$ cat config.mk
export PLATFORM = sky130hd
export DESIGN_NAME = pwm_quad
export DESIGN_NICKNAME = d
export VERILOG_FILES = /design/src/rtl/pwm_quad_pkg.sv /design/src/rtl/pwm_quad_regs.sv /design/src/rtl/pwm_quad_presc.sv /design/src/rtl/pwm_quad_chan.sv /design/src/rtl/pwm_quad.sv
export SDC_FILE = /design/constraint.sdc
export NUM_CORES = 1
export LEC_CHECK = 0
export BUFFER_PORTS_ARGS = -buffer_cell sky130_fd_sc_hd__buf_2
export CORE_UTILIZATION = 41
export CTS_CLUSTER_DIAMETER = 40
export DETAILED_ROUTE_END_ITERATION = 8
export PLACE_DENSITY = 0.59
export SKIP_CTS_REPAIR_TIMING = 1
export SLEW_MARGIN = 40
export SYNTH_ARGS = -nofsm -noshare
export SYNTH_HDL_FRONTEND = slang
export SYNTH_HIERARCHICAL = 1
export SYNTH_SLANG_ARGS = --single-unit
export TNS_END_PERCENT = 5
$ cat constraint.sdc
create_clock -name clk -period 3.69 [get_ports clk]
set_clock_uncertainty 0.2 [all_clocks]
set_input_delay 0.5535 -clock clk [delete_from_list [all_inputs] [get_ports clk]]
set_output_delay 0.5535 -clock clk [all_outputs]
set_load 0.02 [all_outputs]
$ cat src/rtl/pwm_quad_pkg.sv
package pwm_quad_pkg;
    localparam int NCH    = 4;
    localparam int NPAIR  = NCH / 2;
    localparam int PRE_W  = 8;
    localparam int SEL_W  = 3;
    localparam int CNT_W  = 16;
    localparam int DIV_W  = 4;
    localparam int ADDR_W = 6;
    localparam int DATA_W = 32;

    localparam logic [ADDR_W-1:0] A_PRESCALE = 6'h00;
    localparam logic [ADDR_W-1:0] A_DIVSEL   = 6'h04;
    localparam logic [ADDR_W-1:0] A_CONTROL  = 6'h08;

    // control field of one channel, bit 3 down to bit 0
    typedef struct packed {
        logic cont;
        logic inv;
        logic spare;
        logic en;
    } ctl_t;

    localparam int CTL_W = $bits(ctl_t);

    function automatic logic [ADDR_W-1:0] period_addr(input int ch);
        return ADDR_W'(12 + 8 * ch);
    endfunction

    function automatic logic [ADDR_W-1:0] compare_addr(input int ch);
        return ADDR_W'(16 + 8 * ch);
    endfunction

    // control fields sit at 0, 8, 12, 16
    function automatic int ctl_lsb(input int ch);
        return (ch == 0) ? 0 : 4 + 4 * ch;
    endfunction

    function automatic int sel_lsb(input int ch);
        return 4 * ch;
    endfunction

    function automatic int pre_lsb(input int pair);
        return PRE_W * pair;
    endfunction

    // last value of the divider counter: ratio minus one
    function automatic logic [DIV_W-1:0] div_last(input logic [SEL_W-1:0] code);
        case (code)
            3'd0:    return DIV_W'(1);
            3'd1:    return DIV_W'(3);
            3'd2:    return DIV_W'(7);
            3'd3:    return DIV_W'(15);
            default: return '0;
        endcase
    endfunction
endpackage

$ cat src/rtl/pwm_quad_regs.sv
module pwm_quad_regs
    import pwm_quad_pkg::*;
(
    input  logic                          clk,
    input  logic                          rst,
    input  logic [ADDR_W-1:0]             addr,
    input  logic                          we,
    input  logic [DATA_W-1:0]             wdata,
    output logic [DATA_W-1:0]             rdata,
    output logic [NPAIR-1:0][PRE_W-1:0]   pre_o,
    output logic [NCH-1:0][SEL_W-1:0]     sel_o,
    output logic [NCH-1:0]                en_o,
    output logic [NCH-1:0]                inv_o,
    output logic [NCH-1:0]                cont_o,
    output logic [NCH-1:0][CNT_W-1:0]     per_o,
    output logic [NCH-1:0][CNT_W-1:0]     cmp_o
);
    ctl_t [NCH-1:0] ctl_q;
    logic           unused_wbits;

    assign unused_wbits = ^wdata[DATA_W-1:20];

    always_ff @(posedge clk) begin
        if (rst) begin
            pre_o <= '0;
            sel_o <= '0;
            ctl_q <= '0;
            per_o <= '0;
            cmp_o <= '0;
        end else if (we) begin
            if (addr == A_PRESCALE) begin
                for (int p = 0; p < NPAIR; p++) begin
                    pre_o[p] <= wdata[pre_lsb(p) +: PRE_W];
                end
            end
            if (addr == A_DIVSEL) begin
                for (int c = 0; c < NCH; c++) begin
                    sel_o[c] <= wdata[sel_lsb(c) +: SEL_W];
                end
            end
            if (addr == A_CONTROL) begin
                for (int c = 0; c < NCH; c++) begin
                    ctl_q[c] <= wdata[ctl_lsb(c) +: CTL_W];
                end
            end
            for (int c = 0; c < NCH; c++) begin
                if (addr == period_addr(c)) per_o[c] <= wdata[CNT_W-1:0];
                if (addr == compare_addr(c)) cmp_o[c] <= wdata[CNT_W-1:0];
            end
        end
    end

    always_comb begin
        rdata = '0;
        if (addr == A_PRESCALE) begin
            for (int p = 0; p < NPAIR; p++) rdata[pre_lsb(p) +: PRE_W] = pre_o[p];
        end
        if (addr == A_DIVSEL) begin
            for (int c = 0; c < NCH; c++) rdata[sel_lsb(c) +: SEL_W] = sel_o[c];
        end
        if (addr == A_CONTROL) begin
            for (int c = 0; c < NCH; c++) rdata[ctl_lsb(c) +: CTL_W] = ctl_q[c];
        end
        for (int c = 0; c < NCH; c++) begin
            if (addr == period_addr(c)) rdata[CNT_W-1:0] = per_o[c];
            if (addr == compare_addr(c)) rdata[CNT_W-1:0] = cmp_o[c];
        end
    end

    for (genvar g = 0; g < NCH; g++) begin : g_ctl
        assign en_o[g]   = ctl_q[g].en;
        assign inv_o[g]  = ctl_q[g].inv;
        assign cont_o[g] = ctl_q[g].cont;
    end
endmodule

$ cat src/rtl/pwm_quad_presc.sv
module pwm_quad_presc
    import pwm_quad_pkg::*;
(
    input  logic             clk,
    input  logic             rst,
    input  logic [PRE_W-1:0] limit,
    output logic             tick
);
    logic [PRE_W-1:0] cnt_q;

    // ">=" so a lowered limit recovers at once
    assign tick = (cnt_q >= limit);

    always_ff @(posedge clk) begin
        if (rst)       cnt_q <= '0;
        else if (tick) cnt_q <= '0;
        else           cnt_q <= cnt_q + 1'b1;
    end
endmodule

$ cat src/rtl/pwm_quad_chan.sv
module pwm_quad_chan
    import pwm_quad_pkg::*;
(
    input  logic             clk,
    input  logic             rst,
    input  logic             pre_tick,
    input  logic             en,
    input  logic             inv,
    input  logic             cont,
    input  logic [SEL_W-1:0] sel,
    input  logic [CNT_W-1:0] period,
    input  logic [CNT_W-1:0] compare,
    output logic             run,
    output logic             tick,
    output logic [CNT_W-1:0] cnt_q,
    output logic [CNT_W-1:0] act_per_q,
    output logic [CNT_W-1:0] act_cmp_q,
    output logic             pwm_o
);
    logic [DIV_W-1:0] div_q;
    logic [DIV_W-1:0] last;
    logic             reload;
    logic             raw;

    assign run    = en & cont;
    assign last   = div_last(sel);
    assign tick   = pre_tick && (div_q >= last);
    assign reload = tick && (cnt_q == '0);
    assign raw    = (act_per_q != '0) && (cnt_q <= act_cmp_q);

    always_ff @(posedge clk) begin
        if (rst) begin
            div_q     <= '0;
            cnt_q     <= '0;
            act_per_q <= '0;
            act_cmp_q <= '0;
            pwm_o     <= 1'b0;
        end else begin
            if (pre_tick) div_q <= (div_q >= last) ? '0 : div_q + 1'b1;
            if (!run) begin
                cnt_q     <= period;
                act_per_q <= period;
                act_cmp_q <= compare;
                pwm_o     <= 1'b0;
            end else begin
                if (reload) begin
                    cnt_q     <= period;
                    act_per_q <= period;
                    act_cmp_q <= compare;
                end else if (tick) begin
                    cnt_q <= cnt_q - 1'b1;
                end
                pwm_o <= raw ^ inv;
            end
        end
    end
endmodule

$ cat src/rtl/pwm_quad.sv
module pwm_quad
    import pwm_quad_pkg::*;
(
    input  logic              clk,
    input  logic              rst,
    input  logic [ADDR_W-1:0] bus_addr,
    input  logic              bus_we,
    input  logic [DATA_W-1:0] bus_wdata,
    output logic [DATA_W-1:0] bus_rdata,
    output logic [NCH-1:0]    pwm_out
);
    logic [NPAIR-1:0][PRE_W-1:0] pre_v;
    logic [NPAIR-1:0]            pre_tick_v;
    logic [NCH-1:0][SEL_W-1:0]   sel_v;
    logic [NCH-1:0]              en_v;
    logic [NCH-1:0]              inv_v;
    logic [NCH-1:0]              cont_v;
    logic [NCH-1:0][CNT_W-1:0]   per_v;
    logic [NCH-1:0][CNT_W-1:0]   cmp_v;
    logic [NCH-1:0]              run_v;
    logic [NCH-1:0]              tick_v;
    logic [NCH-1:0][CNT_W-1:0]   cnt_v;
    logic [NCH-1:0][CNT_W-1:0]   act_per_v;
    logic [NCH-1:0][CNT_W-1:0]   act_cmp_v;

    pwm_quad_regs u_regs (
        .clk    (clk),
        .rst    (rst),
        .addr   (bus_addr),
        .we     (bus_we),
        .wdata  (bus_wdata),
        .rdata  (bus_rdata),
        .pre_o  (pre_v),
        .sel_o  (sel_v),
        .en_o   (en_v),
        .inv_o  (inv_v),
        .cont_o (cont_v),
        .per_o  (per_v),
        .cmp_o  (cmp_v)
    );

    for (genvar p = 0; p < NPAIR; p++) begin : g_pair
        pwm_quad_presc u_presc (
            .clk   (clk),
            .rst   (rst),
            .limit (pre_v[p]),
            .tick  (pre_tick_v[p])
        );
    end

    for (genvar c = 0; c < NCH; c++) begin : g_ch
        pwm_quad_chan u_chan (
            .clk       (clk),
            .rst       (rst),
            .pre_tick  (pre_tick_v[c / 2]),
            .en        (en_v[c]),
            .inv       (inv_v[c]),
            .cont      (cont_v[c]),
            .sel       (sel_v[c]),
            .period    (per_v[c]),
            .compare   (cmp_v[c]),
            .run       (run_v[c]),
            .tick      (tick_v[c]),
            .cnt_q     (cnt_v[c]),
            .act_per_q (act_per_v[c]),
            .act_cmp_q (act_cmp_v[c]),
            .pwm_o     (pwm_out[c])
        );
    end
endmodule

==> results.cfg <==
[power]
p_per_area_nw_per_um2 = 512
p_leak_nw = 8.59
irDropWorstVdd_mv = 0.367
total_power_mw = 12.3

[floorplanning]
die_area_um2 = 51900
initial_utilization_pct = 41.6
io_pins = 77
coreArea_um2 = 50200
die_w_um = 228
die_h_um = 228
rows = 82

[sta]
slew_headroom_pct = 46.8
finalCriticalPeriod_ps = 3430
tightest_slew_ps = 798
drv_slew = 0
finalSetupViolations = 0
tns_ps = 0
period_share_pct = 92.9
hold_viol = 0
whs_ps = 5.47
fmax_ghz = 0.292
rsz0062_at_grt = no

[worst_setup_path]
cpMaxStageDelayCell = a311oi_1
crit_path_start_kind = input pin
cp.required_ps = 2940
arrival_ps = 2680
path_cells = buf_2, mux2_1, a221o_1, a311oi_1, o211ai_1, buf_2
worst-r2r-cell-count = 10
worst-setup-path-type = input pin to output port
cp_max_fo = 19
critPathMaxStageDelay_ps = 530
endpoint_kind = output port
crit_top_cell = buf_2

[synthesis]
synth_area_leaders = dfxtp_1 (38%), nand2_1 (11%), a21oi_1 (9.7%), ha_1 (6.6%), nand3_1 (2.4%)
async_flop_share_pct = 0
synth_top_family_by_area = simple AND/OR/NAND/NOR gates
synth_top_area_share_pct = 38.3
synth_edf_count = 0
syn_area_um2 = 20900
synthAdderAreaFrac_pct = 6.59
synth_cells = 2648
yosys.area.top_type = dfxtp_1
synth-simple-area-share_pct = 23.8
yosysWarnings = 6
synth_xor_area_share_pct = 1.01
synthFlopType = dfxtp_1
syn_area_per_cell_um2 = 7.89
ys_seq_area_share_pct = 38.3
synth_mux_area_share_pct = 2.48
synth_compound_area_share_pct = 20.7
ys_types = 95
synth_seq_cells = 400

[clock_network]
cts_tree = yes
clock_sinks = 400
clk_latency_ps = 600
clk_pin_slew_ps = 50
cts-root-buf = clkbuf_16
htreeDepth = 3
cts_made_buffers = 71
clock_path_buffers = 3

[place]
io_buffer_count = 52
gp_congestion = 0.931
hpwlAfterDp_um = 47300
place_inst = 3229

[global_routing]
grt_pass1_wl_um = 103000
grtUsageMet2_pct = 39.1
grt_start_max_net_pins = 96
grt_pass1_vias = 18027
grt_overflow_total = 0
antenna_found_initial = 4
gr-usage-all-layers_pct = 25.1
grt.busiest_layer = met2
grt_use_met3_pct = 4.49
grtUsageMet1_pct = 34.3

[routing]
dr_total_vias = 19230
wl_per_cell_um = 19.8
final_antenna_net_count = 0
routed_wl_um = 66600
drtIter0Drc = 1846
first_pass_iters = 6
drc = 0
vias_per_cell = 5.71

[worst_hold_path]
hold_depth = 3
worst_hold_path_type = input pin to flop

[layout]
final_nets = 2783
area_growth_pct = 14.8
drive_gt1_share_pct = 11.9
instances_no_fill = 3365

[job]
maxCapViolCount = 0

[run_status]
outcome = completed
-- critical path, delay by kind of cell --
| kind | cells | cell delay [ps] |
|---|---|---|
| muxes | 1 | 380 |
| AOI/OAI and AO/OA | 3 | 1140 |
| buffers and inverters | 2 | 590 |
-- cell families (layout without fill, tap and decap cells) --
kind of cell,count (synthesis),after routing
AND/OR/NAND/NOR,1042,1042
flip-flops,400,400
buffers and inverters,322,352
XOR/XNOR,24,24
multiplexers,39,39
other,1,16
AO/OA/AOI/OAI,710,710
adder cells (fa/ha/maj),110,110
-- cell usage in the layout, fill, tap and decap left out, types with 18 or more instances in the layout --
| master | instances |
|---|---|
| clkbuf_16 | 73 |
| buf_2 | 51 |
| nor4_1 | 26 |
| buf_4 | 41 |
| nor2b_1 | 21 |
| nand4_1 | 25 |
| nand3_1 | 100 |
| ha_1 | 110 |
| a21oi_1 | 406 |
| xor2_1 | 18 |
| nor2_1 | 98 |
| o21ai_0 | 95 |
| nor3_1 | 44 |
| inv_1 | 124 |
| and3_1 | 25 |
| nand2_1 | 591 |
| dfxtp_1 | 400 |
| mux2i_1 | 18 |
-- synth_stat cells (all sizes together) (6+ instances only) --
cell type	number
or3	10
a21oi	412
xnor2	6
nor3b	7
nor4	32
and3	25
inv	124
o22ai	17
xor2	18
nand2	591
dfxtp	400
or4	9
a211oi	8
o21ai	114
and4	7
clkbuf	90
a22o	6
o221ai	8
nand4	25
o32ai	14
nor3	49
o21a	11
ha	110
buf	108
a21o	17
a31oi	20
nand2b	17
o211ai	15
o31ai	10
mux2	12
nor2	104
mux2i	18
nand3	109
nor2b	21
a2111oi	6
a221oi	11
mux4	9
-- sequential cells by signal (all words and copies together) (netlist names) --
register               cells
g_ch.u_chan/act_cmp_q     64
u_regs/cont_o              4
u_regs/ctl_q               4
u_regs/pre_o              16
u_regs/per_o              64
g_ch.u_chan/pwm_o          4
g_ch.u_chan/act_per_q     64
u_regs/en_o                4
u_regs/cmp_o              64
u_regs/inv_o               4
g_ch.u_chan/cnt_q         64
u_regs/sel_o              12
g_pair.u_presc/cnt_q      16
g_ch.u_chan/div_q         16
-- metal layers --
layer,vias up,share of wire [%]
li1,9208,-
met1,9177,45
met2,719,45
met3,126,7.5
met4,0,3.1
met5,-,0
-- layout make-up --
type                       count  area (µm²)
tap                          672         841
sequential                   400        8010
clock buffer                  88        1960
clock inverter                42         522
timing repair buffer          98         664
fill                        4847       26200
multi-input combinational   1937       11500
antenna                        4        10.0
inverter                     124         465
-- final timing paths --
| kind | from | endpoint | slack, ps |
|---|---|---|---|
| min reg2reg | g_ch[0].u_chan/act_per_q[2] | g_ch[0].u_chan/act_per_q[2] | 250 |
| min | bus_wdata[18] | u_regs/inv_o[3] | 5 |
| max reg2reg | u_regs/pre_o[2] | g_ch[1].u_chan/act_cmp_q[4] | 300 |
| max | bus_addr[3] | bus_rdata[6] | 260 |
-- metrics by stage --
stage	worst slack, ps	cell area (µm²)	util, %
final	261	24000	47.8
after global routing	102	24000	47.8
after CTS	271	23900	47.7
after detailed placement	300	21400	42.7
after global placement	86.8	21400	42.7
after floorplan	5.92	20900	-
-- where the power goes --
group | switching [mW] | internal, mW
registers | 0.0591 | 4.38
logic | 0.684 | 0.345
clock network | 2.36 | 4.44
total | 3.10 | 9.16
Power figures use the tool's default switching activity.
